--- src/rtl/gpio_bank_pkg.sv ---
package gpio_bank_pkg;

  typedef enum logic [2:0] {
    SEL_NONE,
    SEL_OWN,
    SEL_GLOB,
    SEL_STAT,
    SEL_EN,
    SEL_CFG1,
    SEL_CFG2
  } regSel_e;

  // Strobes passed from the decoder to the datapath
  typedef struct packed {
    logic    wr;
    logic    rd;
    regSel_e sel;
    logic [7:0] pinIdx;
    logic [2:0] wordIdx;
  } busStrobe_t;

  localparam int OWN_BASE  = 'h000;
  localparam int GLOB_ADDR = 'h07C;
  localparam int STAT_BASE = 'h080;
  localparam int EN_BASE   = 'h090;
  localparam int CFG_BASE  = 'h100;

endpackage

--- src/rtl/gpio_bank_decode.sv ---
module gpio_bank_decode
  import gpio_bank_pkg::*;
#(
  parameter int NUM_PINS = 94,
  parameter int ADDR_W   = 12
) (
  input  logic              regWrEn,
  input  logic              regRdEn,
  input  logic [ADDR_W-1:0] regAddr,
  output busStrobe_t        strb
);

  localparam int NUM_WORDS = (NUM_PINS + 31) / 32;
  localparam logic [ADDR_W-1:0] OWN_A   = ADDR_W'(OWN_BASE);
  localparam logic [ADDR_W-1:0] GLOB_A  = ADDR_W'(GLOB_ADDR);
  localparam logic [ADDR_W-1:0] STAT_A  = ADDR_W'(STAT_BASE);
  localparam logic [ADDR_W-1:0] EN_A    = ADDR_W'(EN_BASE);
  localparam logic [ADDR_W-1:0] CFG_A   = ADDR_W'(CFG_BASE);
  localparam logic [ADDR_W-1:0] MAP_LEN = ADDR_W'(4 * NUM_WORDS);
  localparam logic [ADDR_W-4:0] PIN_LIM = (ADDR_W-3)'(NUM_PINS);

  logic [ADDR_W-1:0] ownRel, statRel, enRel, cfgRel;

  always_comb begin
    ownRel  = regAddr - OWN_A;
    statRel = regAddr - STAT_A;
    enRel   = regAddr - EN_A;
    cfgRel  = regAddr - CFG_A;

    strb         = '0;
    strb.wr      = regWrEn;
    strb.rd      = regRdEn;
    strb.sel     = SEL_NONE;

    if (regAddr[1:0] == 2'b00) begin
      if (regAddr == GLOB_A) begin
        strb.sel = SEL_GLOB;
      end else if (regAddr >= OWN_A && ownRel < MAP_LEN) begin
        strb.sel     = SEL_OWN;
        strb.wordIdx = ownRel[4:2];
      end else if (regAddr >= STAT_A && statRel < MAP_LEN) begin
        strb.sel     = SEL_STAT;
        strb.wordIdx = statRel[4:2];
      end else if (regAddr >= EN_A && enRel < MAP_LEN) begin
        strb.sel     = SEL_EN;
        strb.wordIdx = enRel[4:2];
      end else if (regAddr >= CFG_A && cfgRel[ADDR_W-1:3] < PIN_LIM) begin
        strb.sel    = cfgRel[2] ? SEL_CFG2 : SEL_CFG1;
        strb.pinIdx = 8'(cfgRel[ADDR_W-1:3]);
      end
    end
  end

endmodule

--- src/rtl/gpio_bank_core.sv ---
module gpio_bank_core
  import gpio_bank_pkg::*;
#(
  parameter int NUM_PINS = 94
) (
  input  logic                  clk,
  input  logic                  rstN,
  input  busStrobe_t            strb,
  input  logic [31:0]           wrData,
  input  logic [NUM_PINS-1:0]   padIn,
  output logic [31:0]           rdData,
  output logic [NUM_PINS-1:0]   padOut,
  output logic [NUM_PINS-1:0]   padOe,
  output logic [2*NUM_PINS-1:0] padPull,
  output logic                  irqOut
);

  localparam int NUM_WORDS = (NUM_PINS + 31) / 32;
  localparam int PAD_BITS  = NUM_WORDS * 32;

  // Per-pin configuration state
  logic [NUM_PINS-1:0]   owned, statBits, irqEn;
  logic [NUM_PINS-1:0]   outLvl, trigLvl, invSense, dirIn, useGpio, senseOff;
  logic [2*NUM_PINS-1:0] pullSel;
  logic [NUM_PINS-1:0]   syncA, syncB, syncPrev;
  logic [31:0]           globCtl;

  logic [NUM_PINS-1:0] sensed, effNow, effOld, setNow, clrNow;

  logic wrOwn, wrStat, wrEn, wrCfg1, wrCfg2, wrGlob;

  assign wrOwn  = strb.wr && strb.sel == SEL_OWN;
  assign wrStat = strb.wr && strb.sel == SEL_STAT;
  assign wrEn   = strb.wr && strb.sel == SEL_EN;
  assign wrCfg1 = strb.wr && strb.sel == SEL_CFG1;
  assign wrCfg2 = strb.wr && strb.sel == SEL_CFG2;
  assign wrGlob = strb.wr && strb.sel == SEL_GLOB;

  // Detection, one slice per pin
  logic [31:0] cfg1Word [NUM_PINS];
  logic [31:0] cfg2Word [NUM_PINS];

  for (genvar p = 0; p < NUM_PINS; p++) begin : g_pin
    assign sensed[p] = syncB[p] & ~senseOff[p];
    assign effNow[p] = syncB[p] ^ invSense[p];
    assign effOld[p] = syncPrev[p] ^ invSense[p];
    assign setNow[p] = ~senseOff[p] &
                       (trigLvl[p] ? effNow[p] : (effNow[p] & ~effOld[p]));
    assign clrNow[p] = wrStat && strb.wordIdx == 3'(p / 32) && wrData[p % 32];
    assign cfg1Word[p] = {outLvl[p], sensed[p], 25'd0, trigLvl[p],
                          invSense[p], dirIn[p], 1'b0, useGpio[p]};
    assign cfg2Word[p] = {29'd0, senseOff[p], pullSel[2*p+1], pullSel[2*p]};
  end

  // Bitmaps reshaped into words, upper bits padded with zero
  logic [PAD_BITS-1:0] ownPad, statPad, enPad;
  logic [31:0] ownArr [NUM_WORDS];
  logic [31:0] statArr[NUM_WORDS];
  logic [31:0] enArr  [NUM_WORDS];

  assign ownPad  = PAD_BITS'(owned);
  assign statPad = PAD_BITS'(statBits);
  assign enPad   = PAD_BITS'(irqEn);

  for (genvar w = 0; w < NUM_WORDS; w++) begin : g_word
    assign ownArr[w]  = ownPad[w*32 +: 32];
    assign statArr[w] = statPad[w*32 +: 32];
    assign enArr[w]   = enPad[w*32 +: 32];
  end

  // Sequential state
  always_ff @(posedge clk or negedge rstN) begin
    if (!rstN) begin
      owned    <= '1;
      statBits <= '0;
      irqEn    <= '0;
      outLvl   <= '0;
      trigLvl  <= '0;
      invSense <= '0;
      dirIn    <= '1;
      useGpio  <= '0;
      senseOff <= '0;
      pullSel  <= '0;
      syncA    <= '0;
      syncB    <= '0;
      syncPrev <= '0;
      globCtl  <= '0;
    end else begin
      syncA    <= padIn;
      syncB    <= syncA;
      syncPrev <= syncB;
      statBits <= (statBits & ~clrNow) | setNow;
      if (wrGlob) globCtl <= wrData;
      for (int i = 0; i < NUM_PINS; i++) begin
        if (strb.wordIdx == 3'(i / 32)) begin
          if (wrOwn) owned[i] <= wrData[i % 32];
          if (wrEn)  irqEn[i] <= wrData[i % 32];
        end
        if (strb.pinIdx == 8'(i) && owned[i]) begin
          if (wrCfg1) begin
            outLvl[i]   <= wrData[31];
            trigLvl[i]  <= wrData[4];
            invSense[i] <= wrData[3];
            dirIn[i]    <= wrData[2];
            useGpio[i]  <= wrData[0];
          end
          if (wrCfg2) begin
            senseOff[i]    <= wrData[2];
            pullSel[2*i]   <= wrData[0];
            pullSel[2*i+1] <= wrData[1];
          end
        end
      end
    end
  end

  // Read selection
  logic [31:0] rdWord;

  always_comb begin
    rdWord = '0;
    unique case (strb.sel)
      SEL_GLOB: rdWord = globCtl;
      SEL_OWN, SEL_STAT, SEL_EN: begin
        for (int w = 0; w < NUM_WORDS; w++) begin
          if (strb.wordIdx == 3'(w)) begin
            if (strb.sel == SEL_OWN)       rdWord = ownArr[w];
            else if (strb.sel == SEL_STAT) rdWord = statArr[w];
            else                           rdWord = enArr[w];
          end
        end
      end
      SEL_CFG1, SEL_CFG2: begin
        for (int i = 0; i < NUM_PINS; i++) begin
          if (strb.pinIdx == 8'(i)) begin
            rdWord = (strb.sel == SEL_CFG1) ? cfg1Word[i] : cfg2Word[i];
          end
        end
      end
      default: rdWord = '0;
    endcase
  end

  always_ff @(posedge clk or negedge rstN) begin
    if (!rstN)        rdData <= '0;
    else if (strb.rd) rdData <= rdWord;
    else              rdData <= '0;
  end

  assign padOut  = outLvl;
  assign padOe   = useGpio & ~dirIn;
  assign padPull = pullSel;
  assign irqOut  = |(statBits & irqEn);

endmodule

--- src/rtl/gpio_bank_ctrl.sv ---
module gpio_bank_ctrl
  import gpio_bank_pkg::*;
#(
  parameter int NUM_PINS = 94,
  parameter int ADDR_W   = 12
) (
  input  logic                  clk,
  input  logic                  rstN,
  input  logic                  regWrEn,
  input  logic                  regRdEn,
  input  logic [ADDR_W-1:0]     regAddr,
  input  logic [31:0]           regWrData,
  output logic [31:0]           regRdData,
  input  logic [NUM_PINS-1:0]   padIn,
  output logic [NUM_PINS-1:0]   padOut,
  output logic [NUM_PINS-1:0]   padOe,
  output logic [2*NUM_PINS-1:0] padPull,
  output logic                  irqOut
);

  busStrobe_t strb;

  gpio_bank_decode #(.NUM_PINS(NUM_PINS), .ADDR_W(ADDR_W)) u_decode (
    .regWrEn (regWrEn),
    .regRdEn (regRdEn),
    .regAddr (regAddr),
    .strb    (strb)
  );

  gpio_bank_core #(.NUM_PINS(NUM_PINS)) u_core (
    .clk     (clk),
    .rstN    (rstN),
    .strb    (strb),
    .wrData  (regWrData),
    .padIn   (padIn),
    .rdData  (regRdData),
    .padOut  (padOut),
    .padOe   (padOe),
    .padPull (padPull),
    .irqOut  (irqOut)
  );

endmodule

--- config.mk ---
export PLATFORM = sky130hd
export DESIGN_NAME = gpio_bank_ctrl
export DESIGN_NICKNAME = d
export VERILOG_FILES = /design/src/rtl/gpio_bank_pkg.sv /design/src/rtl/gpio_bank_decode.sv /design/src/rtl/gpio_bank_core.sv /design/src/rtl/gpio_bank_ctrl.sv
export SDC_FILE = /design/constraint.sdc
export NUM_CORES = 2
export LEC_CHECK = 0
export BUFFER_PORTS_ARGS = -buffer_cell sky130_fd_sc_hd__buf_2
export CORE_MARGIN = 1.5
export CORE_UTILIZATION = 30
export CTS_CLUSTER_DIAMETER = 150
export DETAILED_ROUTE_END_ITERATION = 7
export GPL_ROUTABILITY_DRIVEN = 0
export PLACE_DENSITY = 0.56
export RECOVER_POWER = 25
export SLEW_MARGIN = 5
export SYNTH_ARGS = -nofsm -noshare
export SYNTH_HDL_FRONTEND = slang
export SYNTH_HIERARCHICAL = 1
export SYNTH_SLANG_ARGS = --single-unit
--- constraint.sdc ---
create_clock -name clk -period 5.6 [get_ports clk]
set_input_delay 0.84 -clock clk [delete_from_list [all_inputs] [get_ports clk]]
set_output_delay 0.84 -clock clk [all_outputs]
set_load 0.005 [all_outputs]
==> impl_metrics.tcl <==
set metrics [dict create \
    drtAntennaViolNets 0 \
    worst-r2r-setup-slack_ns 1.52 \
    wl_per_cell_um 32.9 \
    cp-start-kind "primary input" \
    start_util_pct 30.2 \
    synth_cell_types 113 \
    clkTransAtPathRegs_ns 0.06 \
    worst-r2r-cell-count 14 \
    ios 551 \
    cts_buffers 160 \
    drt_iter0_markers 9143 \
    synth-edff-count 0 \
    clk_path_buf_depth 3 \
    hold_start "padIn[32]" \
    cp_slowest_cell "nor4bb_1" \
    worst_ep_required_time_ns 6.37 \
    drv_cap 5 \
    maxSlewHeadroom_pct -175 \
    status "complete, but fails checks" \
    cp.depth 22 \
    synth_nets 6289 \
    syn2layout_area_growth_pct 23.2 \
    cp_num_buf_inv 7 \
    h-tree-depth 4 \
    final_net_count 7147 \
    synthCells 6142 \
    worstPathArrival_ns 6.46 \
    yosys-top-cells-area "dfrtp_1 (44%), mux2_2 (17%), dfstp_2 (7.4%)" \
    leakagePower_nw 37.8 \
    dr.pass1.iters 8 \
    fin_setup_tns_ns -0.0851 \
    path_common_cell "buf_4" \
    finalSetupViolations 1 \
    die_x_um 476 \
    fin_crit_ns 5.69 \
    post_cts_buffers 0 \
    grt_usage_pct 28.3 \
    drv_slew 318 \
    violations "design-rule violations, max-capacitance violations, max-slew violations, negative setup slack" \
    power_mw 23.8 \
    vias 59600 \
    coreArea_um2 223000 \
    ys.flop_type "dfrtp_1" \
    nFillCells 22200 \
    synth.most_common_cell "dfrtp_1" \
    yosys.area.top_type_share_pct 44.4 \
    die_h_um 476 \
    viasPerCell 5.89 \
    grt_max_degree 148 \
    clock_sinks 1380 \
    cts_tree "done" \
    p_per_area_nw_per_um2 288 \
    hold_path_class "in -> reg" \
    clockRootBuffer "clkbuf_16" \
    cp_cell_sequence "buf_2 -> inv_1 -> ha_1 -> xor2_1 -> a311o_1 -> nor4_4 -> nor4b_2 -> and2_4 -> and4b_1 -> a32oi_1 -> buf_4 -> o21ai_0 -> buf_4 -> o21ai_0 -> buf_4 -> o21ai_0 -> nor4bb_1 -> buf_4 -> o211ai_1 -> a31oi_1 -> buf_4 -> o21a_1" \
    final.period_utilization_pct 102 \
    synth_largest_area_cell "dfrtp_1" \
    syn_area_um2 67200 \
    fp-row-count 173 \
    fmax_mhz 176 \
    synth_async_sr_flop_share_pct 100 \
    rsz0062_at_grt "false" \
    max-vdd-ir-drop_uv 266 \
    placed_area_um2 77000 \
    synth.top_cells.by_count "dfrtp_1 (1192), mux2_2 (987), nand2_1 (575), a21oi_1 (491), o21ai_0 (344)" \
    grt_overflow 0 \
    hold-path-cell-count 1 \
    hold_viol 0 \
    grt_pass1_wl_mm 458 \
    finish.instance_area_um2 82800 \
    rr_startpoint "u_core/trigLvl[75]" \
    crit_family "simple AND/OR/NAND/NOR gates" \
    seq_area_frac_synth_pct 51.7 \
    clk_latency_ns 0.85 \
    max_stage_delay_ns 0.99 \
    synth.avg_cell_area_um2 10.9 \
    fp.dieArea_um2 227000 \
    io_buffers 550 \
    hpwl_mm 256 \
    whs_endpoint "u_core/syncA[32]" \
    r2r-end "u_core/rdData[4]" \
    worst_pin_slew_ns 4.13 \
    synth-seq-cells 1380 \
    crit_type "in -> reg" \
    antenna_found_initial 42 \
    grt_pass1_vias 57200 \
    fin_worst_skew_ns 0.0613 \
    ys_warn_count 6 \
    setup_ws_ns -0.0851 \
    worstPathMaxFanout 5 \
    drive_gt1_share_pct 38.6 \
    drc 31 \
    end_kind "flip-flop" \
    drt-total-wl_mm 333 \
]
[layer usage]
| layer | vias to the layer above | GRT usage (%) | share of wire, % |
|---|---|---|---|
| met3 | 1030 | 12.2 | 14 |
| met5 | - | 0 | 0.047 |
| met2 | 4469 | 39.7 | 41 |
| li1 | 23900 | - | - |
| met4 | 26 | 14.0 | 6.1 |
| met1 | 30200 | 36.9 | 39 |
[metrics by stage]
step / hold slack (ns) / utilization [%] / worst slack [ns] / std cells
final: 0.0996 / 37.2 / -0.0851 / 10100
after global routing: 0.0631 / 37.2 / 0.0365 / 10100
after CTS: 0.0600 / 37.2 / 0.0888 / 10100
after detailed placement: 0.335 / 34.6 / -0.750 / 9813
after global placement: 0.335 / 34.6 / -0.658 / 9812
after floorplan: 0.331 / - / 1.16 / 6142
[cell usage in the layout, fill, tap and decap left out, types with 22 or more instances in the layout]
| cell type | n |
|---|---|
| a211oi_1 | 43 |
| a21oi_1 | 491 |
| a221oi_1 | 27 |
| a22oi_1 | 135 |
| a31oi_1 | 55 |
| buf_12 | 61 |
| buf_2 | 541 |
| buf_4 | 591 |
| bufinv_16 | 25 |
| clkbuf_1 | 45 |
| clkbuf_16 | 163 |
| clkbuf_8 | 28 |
| clkinv_2 | 22 |
| dfrtp_1 | 1192 |
| dfstp_2 | 188 |
| inv_1 | 122 |
| mux2_2 | 987 |
| mux2i_1 | 168 |
| nand2_1 | 575 |
| nand3_1 | 255 |
| nand3b_1 | 33 |
| nand4_1 | 24 |
| nor2_1 | 280 |
| nor2_2 | 22 |
| nor2b_1 | 128 |
| nor3_1 | 47 |
| nor4_1 | 32 |
| o211ai_1 | 32 |
| o21ai_0 | 344 |
| o22ai_1 | 52 |
[registers in the layout, summed over array words and instances (netlist names)]
name and flops:
u_core/dirIn 94, u_core/globCtl 32, u_core/invSense 94, u_core/irqEn 94, u_core/owned 94, u_core/padOut 94
u_core/padPull 188, u_core/rdData 32, u_core/senseOff 94, u_core/statBits 94, u_core/syncA 94, u_core/syncB 94
u_core/syncPrev 94, u_core/trigLvl 94, u_core/useGpio 94
[power breakdown]
| part | switching [mW] | leakage, nW | total [mW] | internal, mW |
|---|---|---|---|---|
| clock network | 4.63 | 2.83 | 11.6 | 6.95 |
| registers | 0.370 | 17.4 | 10.7 | 10.3 |
| logic | 1.04 | 17.6 | 1.53 | 0.485 |
[worst max path at each step]
| stage | to | start |
|---|---|---|
| global placement | u_core/rdData[2] | regAddr[8] |
| detailed placement | u_core/rdData[2] | regAddr[8] |
| floorplan | u_core/rdData[2] | regAddr[8] |
| CTS | u_core/rdData[2] | regAddr[8] |
| finish | u_core/rdData[4] | regAddr[8] |
| global route | u_core/rdData[0] | regAddr[8] |
[cell type report]
type	count	area (µm²)	area share [%]
clock inverters	73	1220	1.47
clock buffers	227	4600	5.55
well taps	2975	3720	4.49
repair buffers	1211	8480	10.2
inverters	123	462	0.557
multi-input cells	4124	29500	35.6
diodes	19	47.5	0.0574
flip-flops and latches	1380	34800	42.0
[timing repair]
action                     CTS  global route
resized for setup            0             1
setup endpoints to repair    0             1
hold buffers                 0             0
[cells by family after synthesis]
| logic type | count (synthesis) | synth area share (%) |
|---|---|---|
| other | 1 | 0.00558 |
| XOR/XNOR | 6 | 0.0782 |
| multiplexers | 1159 | 19.2 |
| flip-flops | 1380 | 51.7 |
| AND/OR/NAND/NOR | 1568 | 11.7 |
| AO/OA/AOI/OAI | 1385 | 12.6 |
| buffers and inverters | 638 | 4.66 |
| adder cells (fa/ha/maj) | 5 | 0.0931 |
Note: power is estimated with default switching activity, not from simulation.
